File: config.mk
export PLATFORM = sky130hd
export DESIGN_NAME = sync_hunt_group
export DESIGN_NICKNAME = d
export VERILOG_FILES = /design/src/rtl/sync_hunt_pkg.sv /design/src/rtl/char_align.sv /design/src/rtl/sync_cmp.sv /design/src/rtl/par_check.sv /design/src/rtl/sync_lane.sv /design/src/rtl/sync_hunt_group.sv
export SDC_FILE = /design/constraint.sdc
export NUM_CORES = 1
export LEC_CHECK = 0
export ABC_AREA = 1
export BUFFER_PORTS_ARGS = -buffer_cell sky130_fd_sc_hd__buf_2
export CELL_PAD_IN_SITES_DETAIL_PLACEMENT = 1
export CELL_PAD_IN_SITES_GLOBAL_PLACEMENT = 2
export CORE_UTILIZATION = 35
export DETAILED_ROUTE_END_ITERATION = 8
export GPL_ROUTABILITY_DRIVEN = 0
export GPL_TIMING_DRIVEN = 0
export PLACE_DENSITY = 0.93
export RECOVER_POWER = 25
export SLEW_MARGIN = 15
export SYNTH_ARGS = -nofsm -noshare
export SYNTH_HDL_FRONTEND = slang
export SYNTH_HIERARCHICAL = 1
export SYNTH_SLANG_ARGS = --single-unit
File: constraint.sdc
create_clock -name clk -period 8.07 [get_ports clk]
set_input_delay 1.2105 -clock clk [delete_from_list [all_inputs] [get_ports clk]]
set_output_delay 1.2105 -clock clk [all_outputs]
set_load 0.005 [all_outputs]
File: src/rtl/sync_hunt_pkg.sv
package sync_hunt_pkg;
  typedef enum logic [1:0] {
    ST_HUNT   = 2'd0,
    ST_SECOND = 2'd1,
    ST_FRAMED = 2'd2
  } lane_state_e;

  localparam logic [1:0] PAR_EVEN = 2'd1;
  localparam logic [1:0] PAR_ODD  = 2'd2;
endpackage

File: src/rtl/char_align.sv
module char_align #(
  parameter int CW = 8,
  localparam int CNT_W = $clog2(CW + 1)
) (
  input  logic [CW-1:0]    sr_next,
  input  logic [CNT_W-1:0] nbits,
  output logic [CW-1:0]    win
);
  logic [CNT_W-1:0] shamt;
  always_comb begin
    shamt = CNT_W'(CW) - nbits;
    win   = sr_next >> shamt;
  end
endmodule

File: src/rtl/sync_cmp.sv
module sync_cmp #(
  parameter int CW = 8,
  localparam int CNT_W = $clog2(CW + 1)
) (
  input  logic [CW-1:0]    win,
  input  logic [CW-1:0]    code,
  input  logic [CNT_W-1:0] nbits,
  output logic             hit
);
  logic [CW-1:0] mask;
  for (genvar i = 0; i < CW; i++) begin : g_mask
    assign mask[i] = (CNT_W'(i) < nbits);
  end
  assign hit = (((win ^ code) & mask) == '0);
endmodule

File: src/rtl/par_check.sv
module par_check import sync_hunt_pkg::*; #(
  parameter int CW = 8
) (
  input  logic [CW-1:0] data,
  input  logic          pbit,
  input  logic [1:0]    mode,
  output logic          err
);
  logic ones_odd;
  always_comb begin
    ones_odd = (^data) ^ pbit;
    if (mode == PAR_EVEN)     err = ones_odd;
    else if (mode == PAR_ODD) err = ~ones_odd;
    else                      err = 1'b0;
  end
endmodule

File: src/rtl/sync_lane.sv
module sync_lane import sync_hunt_pkg::*; #(
  parameter int CW = 8,
  localparam int CNT_W = $clog2(CW + 1),
  localparam int MIN_LEN = CW - 3
) (
  input  logic          clk,
  input  logic          rst,
  input  logic          bit_en,
  input  logic          rx_bit,
  input  logic          resync,
  input  logic [CW-1:0] code_a,
  input  logic [CW-1:0] code_b,
  input  logic          code_sel,
  input  logic          two_sync,
  input  logic          strip_en,
  input  logic [1:0]    len_enc,
  input  logic [1:0]    par_mode,
  output logic          chr_valid,
  output logic [CW-1:0] chr_data,
  output logic          par_err,
  output logic          locked
);
  lane_state_e      state;
  logic [CW-1:0]    sr, sr_next, win, code, hold;
  logic [CNT_W-1:0] nbits, cnt, fill;
  logic             hit, in_par, hold_sync, par_on, perr_w, fill_ok;

  always_comb begin
    nbits   = CNT_W'(MIN_LEN) + CNT_W'(len_enc);
    sr_next = {rx_bit, sr[CW-1:1]};
    code    = code_sel ? code_b : code_a;
    par_on  = (par_mode == PAR_EVEN) || (par_mode == PAR_ODD);
    fill_ok = (fill >= nbits - CNT_W'(1));
  end

  char_align #(.CW(CW)) u_align (.sr_next(sr_next), .nbits(nbits), .win(win));
  sync_cmp   #(.CW(CW)) u_cmp   (.win(win), .code(code), .nbits(nbits), .hit(hit));
  par_check  #(.CW(CW)) u_par   (.data(hold), .pbit(rx_bit), .mode(par_mode), .err(perr_w));

  always_ff @(posedge clk) begin
    if (rst) begin
      state     <= ST_HUNT;
      sr        <= '0;
      cnt       <= '0;
      fill      <= '0;
      hold      <= '0;
      hold_sync <= 1'b0;
      in_par    <= 1'b0;
      chr_valid <= 1'b0;
      chr_data  <= '0;
      par_err   <= 1'b0;
    end else begin
      chr_valid <= 1'b0;
      if (resync) begin
        state  <= ST_HUNT;
        fill   <= '0;
        cnt    <= '0;
        in_par <= 1'b0;
      end else if (bit_en) begin
        sr <= sr_next;
        unique case (state)
          ST_HUNT: begin
            if (fill < nbits) fill <= fill + CNT_W'(1);
            if (fill_ok && hit) begin
              cnt    <= '0;
              in_par <= 1'b0;
              state  <= two_sync ? ST_SECOND : ST_FRAMED;
            end
          end
          ST_SECOND: begin
            if (cnt == nbits - CNT_W'(1)) begin
              cnt <= '0;
              if (hit) state <= ST_FRAMED;
              else begin
                state <= ST_HUNT;
                fill  <= nbits;
              end
            end else begin
              cnt <= cnt + CNT_W'(1);
            end
          end
          ST_FRAMED: begin
            if (in_par) begin
              in_par <= 1'b0;
              cnt    <= '0;
              if (!(strip_en && hold_sync)) begin
                chr_valid <= 1'b1;
                chr_data  <= hold;
                par_err   <= perr_w;
              end
            end else if (cnt == nbits - CNT_W'(1)) begin
              cnt <= '0;
              if (par_on) begin
                hold      <= win;
                hold_sync <= hit;
                in_par    <= 1'b1;
              end else if (!(strip_en && hit)) begin
                chr_valid <= 1'b1;
                chr_data  <= win;
                par_err   <= 1'b0;
              end
            end else begin
              cnt <= cnt + CNT_W'(1);
            end
          end
          default: state <= ST_HUNT;
        endcase
      end
    end
  end

  assign locked = (state == ST_FRAMED);

  a_r10_valid_only_locked: assert property (@(posedge clk) disable iff (rst)
    chr_valid |-> locked);
  a_r10_valid_after_bit: assert property (@(posedge clk) disable iff (rst)
    chr_valid |-> $past(bit_en));
  a_r8_resync_unlocks: assert property (@(posedge clk) disable iff (rst)
    resync |=> (!locked && !chr_valid));
  a_r3_lock_on_bit: assert property (@(posedge clk) disable iff (rst)
    $rose(locked) |-> $past(bit_en));
  a_r4_two_sync_path: assert property (@(posedge clk) disable iff (rst)
    ($rose(locked) && $past(two_sync)) |-> $past(state == ST_SECOND));
  a_r2_fill_bound: assert property (@(posedge clk) disable iff (rst)
    fill <= CNT_W'(CW));
endmodule

File: src/rtl/sync_hunt_group.sv
module sync_hunt_group #(
  parameter int LINES = 4,
  parameter int CW    = 8
) (
  input  logic                clk,
  input  logic                rst,
  input  logic [CW-1:0]       code_a_i,
  input  logic [CW-1:0]       code_b_i,
  input  logic [LINES-1:0]    bit_en_i,
  input  logic [LINES-1:0]    rx_bit_i,
  input  logic [LINES-1:0]    resync_i,
  input  logic [LINES-1:0]    code_sel_i,
  input  logic [LINES-1:0]    two_sync_i,
  input  logic [LINES-1:0]    strip_en_i,
  input  logic [2*LINES-1:0]  char_len_i,
  input  logic [2*LINES-1:0]  par_mode_i,
  output logic [LINES-1:0]    chr_valid_o,
  output logic [CW*LINES-1:0] chr_data_o,
  output logic [LINES-1:0]    par_err_o,
  output logic [LINES-1:0]    locked_o
);
  for (genvar l = 0; l < LINES; l++) begin : g_lane
    sync_lane #(.CW(CW)) u_lane (
      .clk       (clk),
      .rst       (rst),
      .bit_en    (bit_en_i[l]),
      .rx_bit    (rx_bit_i[l]),
      .resync    (resync_i[l]),
      .code_a    (code_a_i),
      .code_b    (code_b_i),
      .code_sel  (code_sel_i[l]),
      .two_sync  (two_sync_i[l]),
      .strip_en  (strip_en_i[l]),
      .len_enc   (char_len_i[2*l +: 2]),
      .par_mode  (par_mode_i[2*l +: 2]),
      .chr_valid (chr_valid_o[l]),
      .chr_data  (chr_data_o[CW*l +: CW]),
      .par_err   (par_err_o[l]),
      .locked    (locked_o[l])
    );
  end
endmodule

# Yosys cells after proc, flatten, opt, wreduce, memory -nomap -nowiden
# Cells that the tools add are included.
word_totals:
  regBits: 152
  latchBits: 0
  mem_bits_rw: 0
  romBits: 0
  inputBits: 58
  n_memories: 0
op_classes:
  add_sub_neg: 20
  mul: 0
  div_mod_pow: 0
  n_lt_le_gt_ge: 40
  n_eq_ne: 48
  n_shift: 4
  muxes: 144
  bitwise: 32
  n_reduce_logical: 80
op_table:
  columns: ["op", "n"]
  rows:
  - ["$mux 8", 24]
  - ["$mux 4", 24]
  - ["$lt 3x4->1 const A", 16]
  - ["$mux 1", 64]
  - ["$pmux 4 s3", 4]
  - ["$ne 2x1->1 const B", 20]
  - ["$add 4x1->4 const B", 8]
  - ["$and 8x8->8", 4]
  - ["$logic_not 8->1", 4]
  - ["$lt 1x4->1 const A", 8]
  - ["$lt 2x4->1 const A", 8]
  - ["$mux 2", 16]
  - ["$pmux 4 s2", 4]
  - ["$reduce_xor 8->1", 4]
  - ["$shr 8x4->8", 4]
  - ["$xor 8x8->8", 4]
  - ["$reduce_and 7->1", 4]
  - ["$pmux 2 s3", 4]
  - ["$reduce_and 3->1", 8]
  - ["$reduce_and 6->1", 4]
  - ["$reduce_bool 2->1", 12]
  - ["$not 1->1", 20]
  - ["$reduce_and 5->1", 4]
  - ["$add 3x2->4 const A", 4]
  - ["18 further kinds", 92]

# Logic depth before layout (Yosys ltp)
logic_depth:
  depth_word: 11
  mapped_depth: 27
  mapped_depth_nobuf: 24

# Cells and area by module
# The synthesis kept the hierarchy.
by_module_without_submodules:
  columns: ["module", "instances", "cells_per_inst", "area_each_um2", "seq_area_each_um2"]
  rows:
  - ["sync_lane (g_lane[0].u_lane ...)", 3, 361, 2329.7, 740.7]
  - ["sync_lane (g_lane[3].u_lane)", 1, 350, 2324.7, 740.7]
  - ["char_align", 4, 77, 400.4, 0.0]
  - ["sync_cmp", 4, 64, 247.7, 0.0]
  - ["par_check", 4, 44, 175.2, 0.0]

# Worst setup path before layout
# Ideal clock, no wire load.
synth_timing:
  kind: "input to register"
  from: "input char_len_i[0]"
  to: "register g_lane[0].u_lane.cnt[0]"
  setup_time_ns: 0.113
  arrival_time_ns: 3.710
  t_required_ns: 7.957
  path_slack_ns: 4.247
  stages: 22
  path_buffers: 0
  cell_sequence: "ha_1 > inv_1 > ha_1 > inv_2 > nand3_1 > and2_1 > nor2_1 > inv_1 > nand2_1 > nand2_1 > nand2_1 > nand2_1 > nand2_1 > nand2_1 > nor2_1 > nand2_1 > nand2_1 > nand2_1 > nor2_1 > nand2_1 > nand2_1 > nor2_1"
synth_between:
  elab_chain_cells: 9
  elab_cells_between_ends: 23
  classes_between: "add/sub: 3; order compare: 9; eq/ne: 2; shift: 1; mux: 3; bitwise: 2; reduce/logical: 3"
synth_rtl:
  columns: ["item", "line", "source"]
  rows:
  - ["from (decl)", "sync_hunt_group.sv:15", "input logic [2*LINES-1:0] char_len_i,"]
  - ["$add 3x2->4", "sync_lane.sv:29", "nbits = CNT_W'(MIN_LEN) + CNT_W'(len_enc);"]
  - ["$sub 4x4->4", "char_align.sv:11", "shamt = CNT_W'(CW) - nbits;"]
  - ["$shr 8x4->8", "char_align.sv:12", "win = sr_next >> shamt;"]
  - ["via g_lane[0].u_lane.win[5]", "sync_lane.sv:24", "logic [CW-1:0] sr, sr_next, win, code, hold;"]
  - ["$xor 8x8->8", "sync_cmp.sv:14", "assign hit = (((win ^ code) & mask) == '0);"]
  - ["$and 8x8->8", "sync_cmp.sv:14", null]
  - ["$logic_not 8->1", "sync_cmp.sv:14", null]
  - ["via g_lane[0].u_lane.hit", "sync_lane.sv:26", "logic hit, in_par, hold_sync, par_on, perr_w, fill_ok;"]
  - ["$logic_and 1x1->1", "sync_lane.sv:64", "if (fill_ok && hit) begin"]
  - ["$ne 2x1->1 (no line)", null, null]
  - ["$reduce_and 3->1 (no line)", null, null]
  - ["to (signal assigned)", "sync_lane.sv:79", "cnt <= cnt + CNT_W'(1);"]
  - ["to (signal assigned)", "sync_lane.sv:103", "cnt <= cnt + CNT_W'(1);"]
  - ["to (decl)", "sync_lane.sv:25", "logic [CNT_W-1:0] nbits, cnt, fill;"]
# The timed path passes the listed nets, and every way through them passes these cells.
# A chain may end at the register's enable or synchronous reset.

# Final worst setup path
layout_timing:
  from: "input char_len_i[4]"
  to: "register g_lane[2].u_lane.cnt[2]"
layout_between:
  elab_chain_cells: 9
  elab_cells_between_ends: 23
  classes_between: "add/sub: 3; order compare: 9; eq/ne: 2; shift: 1; mux: 3; bitwise: 2; reduce/logical: 3"
layout_rtl:
  columns: ["item", "line"]
  rows:
  - ["$add 3x2->4", "sync_lane.sv:29"]
  - ["via g_lane[2].u_lane.nbits[1]", "sync_lane.sv:25"]
  - ["$sub 4x4->4", "char_align.sv:11"]
  - ["$shr 8x4->8", "char_align.sv:12"]
  - ["via g_lane[2].u_lane.win[0]", "sync_lane.sv:24"]
  - ["$xor 8x8->8", "sync_cmp.sv:14"]
  - ["$and 8x8->8", "sync_cmp.sv:14"]
  - ["$logic_not 8->1", "sync_cmp.sv:14"]
  - ["via g_lane[2].u_lane.hit", "sync_lane.sv:26"]
  - ["$logic_and 1x1->1", "sync_lane.sv:64"]
  - ["$ne 2x1->1 (no line)", null]
  - ["$reduce_and 3->1 (no line)", null]
  - ["to (signal assigned)", "sync_lane.sv:79"]
  - ["to (signal assigned)", "sync_lane.sv:103"]
  - ["to (decl)", "sync_lane.sv:25"]
# The timed path passes the listed nets, and every way through them passes these cells.

==> results_dict.tcl <==
set metrics [dict create \
    floorplan.die.width_um 192 \
    cp_data_arrival_time_ns 4.88 \
    stdcell_count 2764 \
    yosysWarningCount 6 \
    violations "DRC" \
    dominantRegCellSynth "sky130_fd_sc_hd__dfxtp_1" \
    die_height_um 192 \
    run_status "finished, violations left" \
    clk_transition_reported_paths_ns 0.06 \
    post_cts_resize_count 0 \
    syn-mean-instance-area_um2 5.80 \
    ant_nets 0 \
    synth.top_cell.area_share_pct 23.5 \
    synth_top_family_by_area "simple AND/OR/NAND/NOR gates" \
    io-pin-count 102 \
    holdWs_ns 0.467 \
    worstPathRequired_ns 8.41 \
    die-area_um2 36800 \
    finalCritPeriodShare_pct 56.3 \
    crit_family "simple AND/OR/NAND/NOR gates" \
    route.detailed.vias_per_inst 4.73 \
    grt_pass1_wl_mm 63.6 \
    dpl.hpwl_mm 30.3 \
    yosys-top-cells-count "725 x sky130_fd_sc_hd__nand2_1, 375 x sky130_fd_sc_hd__nor2_1, 324 x sky130_fd_sc_hd__inv_1" \
    worst_ir_drop_vdd_v 0.000159 \
    gr-total-overflow 0 \
    synth_area_um2 12600 \
    max_slew.worst_pin.slew_ns 0.749 \
    synth_cell_type_count 38 \
    rsz0062_at_grt "no" \
    yosys-top-cells-area "sky130_fd_sc_hd__dfxtp_1 24%, sky130_fd_sc_hd__nand2_1 22%, sky130_fd_sc_hd__nor2_1 11%" \
    synth-compound-area-share_pct 6.26 \
    timing.setup.tns_ns 0 \
    critical_path_buf_inv_count 5 \
    worstSetupPathType "in2reg" \
    cts.htree.levels 4 \
    ys_async_sr_fraction_pct 0 \
    synth_enable_flop_cells 0 \
    final_layout_size_suffix_gt1_share_pct 12.9 \
    finalCriticalPeriod_ns 4.54 \
    layout.nets 2407 \
    smallest_setup_slack_after_layout_ns 3.53 \
    gr_util_all_layers_pct 21.4 \
    synth.net_count 2291 \
    numPlacedInstances 2731 \
    finalSetupViolCount 0 \
    critical_path_startpoint_category "input pin" \
    leakage_nw 7.75 \
    port_buffers 97 \
    wire_per_inst_um 13.6 \
    max-clock-path-buffers 2 \
    p_total_w 0.00200 \
    num_cts_buffers 17 \
    max_cap_violations 0 \
    report.final.hold_viol_count 0 \
    grt_antenna_before_repair 6 \
    dr.pass1.iters 6 \
    grt_start_max_net_pins 17 \
    dr_total_vias 13100 \
    place_ws_ns 3.12 \
    holdBufCountCts 0 \
    num-fill-cells 4943 \
    std_cell_rows 69 \
    flow.area_growth_from_synthesis_pct 12.5 \
    sink_count_of_the_clock_tree 148 \
    drc_errors 4 \
    basic_gate_share_of_the_synthesized_area_counting_and_or_nand_and_nor_cells_pct 46.1 \
    detail_route.wirelength_mm 37.7 \
    synth_sequential_area_ratio_pct 23.5 \
    drv_slew 0 \
    ffs_latches_synth 148 \
    root_buffer "sky130_fd_sc_hd__clkbuf_16" \
    synth_largest_area_cell "sky130_fd_sc_hd__dfxtp_1" \
    worst_path_largest_cell_delay_ns 0.45 \
    p_per_area_nw_per_um2 141 \
    maxClockFrequency_ghz 0.220 \
    synth_fa_ha_area_share_pct 5.95 \
    synthCells 2173 \
    cts.repair_timing.setup_buffer_count 0 \
    fin_skew_ns 0.0103 \
    synthMostInstantiatedCell "sky130_fd_sc_hd__nand2_1" \
    relSlewSlack_pct 49.9 \
    clk-insertion-delay-late_ns 0.45 \
    first_iter_violations 400 \
    critical_path.max_fanout 8 \
    synth-xor-area-share_pct 1.49 \
    hold_path_class "reg2reg" \
    critical_path.slowest_cell "sky130_fd_sc_hd__ha_1" \
    placeableCoreArea_um2 35500 \
    first_global_vias 13400 \
    cts_tree "yes" \
    synth.area.mux_share_pct 2.94 \
    critical-path-top-cell-by-count "sky130_fd_sc_hd__nand2_1" \
    end_kind "register" \
    floorplan.initialDensity_pct 35.5 \
]
## final cells by class
type                    count  area [um^2]  area share, %
diodes                      3         7.51         0.0529
well taps                 461          577           4.07
plain buffers              46          349           2.46
clock inverters             8          105          0.741
multi-input cells        1618         7890           55.6
flip-flops and latches    148         2960           20.9
repair buffers             97          455           3.21
inverters                 361         1390           9.77
clock buffers              22          454           3.20
## cell usage in the layout, fill, tap and decap left out, drive strengths merged
cell      synthesis  routed
buf              30     103
o22ai             3       3
mux2             32      32
clkinvlp          0       3
o21a              1       1
nand3           165     165
a21oi            54      54
o21bai            4       4
clkinv            0       3
dfxtp           148     148
o211ai            4       4
mux2i             1       1
nand2           775     775
nor3              4       4
bufinv            0       2
ha               60      60
nor2            397     397
nand4            17      17
inv             361     361
o31ai             3       3
xor2             13      13
a21boi            6       6
and2              4       4
xnor2             5       5
clkbuf           16      62
diode             0       3
o21ai            70      70
## tightest hold or removal path, cell delays in order (launching register included)
cell,delay [ns]
sky130_fd_sc_hd__dfxtp_1,0.31
sky130_fd_sc_hd__nand2_1,0.06
sky130_fd_sc_hd__a21oi_1,0.05
## cell families (layout without fill, tap and decap cells)
kind of cell | after synthesis | in the layout
AO/OA/AOI/OAI | 145 | 145
XOR/XNOR | 18 | 18
adder cells (fa/ha/maj) | 60 | 60
buffers and inverters | 407 | 534
flip-flops | 148 | 148
multiplexers | 33 | 33
other | 0 | 3
AND/OR/NAND/NOR | 1362 | 1362
## stage by stage
| step | cell area [um^2] | utilization, % |
|---|---|---|
| after global placement | 13700 | 38.5 |
| after floorplan | 12600 | - |
| after detailed placement | 13700 | 38.5 |
| final | 14200 | 40.0 |
| after global routing | 14200 | 40.0 |
| after CTS | 14200 | 40.1 |
## power breakdown
part | internal (W) | switching (W)
Combinational | 0.000154 | 0.000302
Sequential | 0.000743 | 0.0000121
Clock | 0.000460 | 0.000330
## layer usage
metal | track usage, % | vias up | wire [um]
met3 | 3.65 | 34 | 1020
li1 | - | 6847 | -
met1 | 26.5 | 6088 | 18100
met5 | 0 | - | 29
met4 | 6.20 | 4 | 549
met2 | 37.7 | 113 | 18000
## worst paths after layout
kind                            cells after the start                        from  slack (ns)                         end
worst min-delay path                                2  g_lane[3].u_lane/hold_sync        0.47  g_lane[3].u_lane/hold_sync
worst min register to register                      2  g_lane[3].u_lane/hold_sync        0.47  g_lane[3].u_lane/hold_sync
worst max register to register                     21      g_lane[2].u_lane/sr[6]        5.09     g_lane[2].u_lane/cnt[2]
worst max-delay path                               25               char_len_i[4]        3.53     g_lane[2].u_lane/cnt[2]
## sequential cells by signal (all words and copies together), names as in the netlist
| signal | cells |
|---|---|
| g_lane.u_lane/state | 8 |
| g_lane.u_lane/in_par | 4 |
| g_lane.u_lane/chr_valid | 4 |
| g_lane.u_lane/hold_sync | 4 |
| g_lane.u_lane/par_err | 4 |
| g_lane.u_lane/chr_data | 32 |
| g_lane.u_lane/cnt | 16 |
| g_lane.u_lane/hold | 32 |
| g_lane.u_lane/fill | 16 |
| g_lane.u_lane/sr | 28 |
Power figures use the tool's default switching activity.
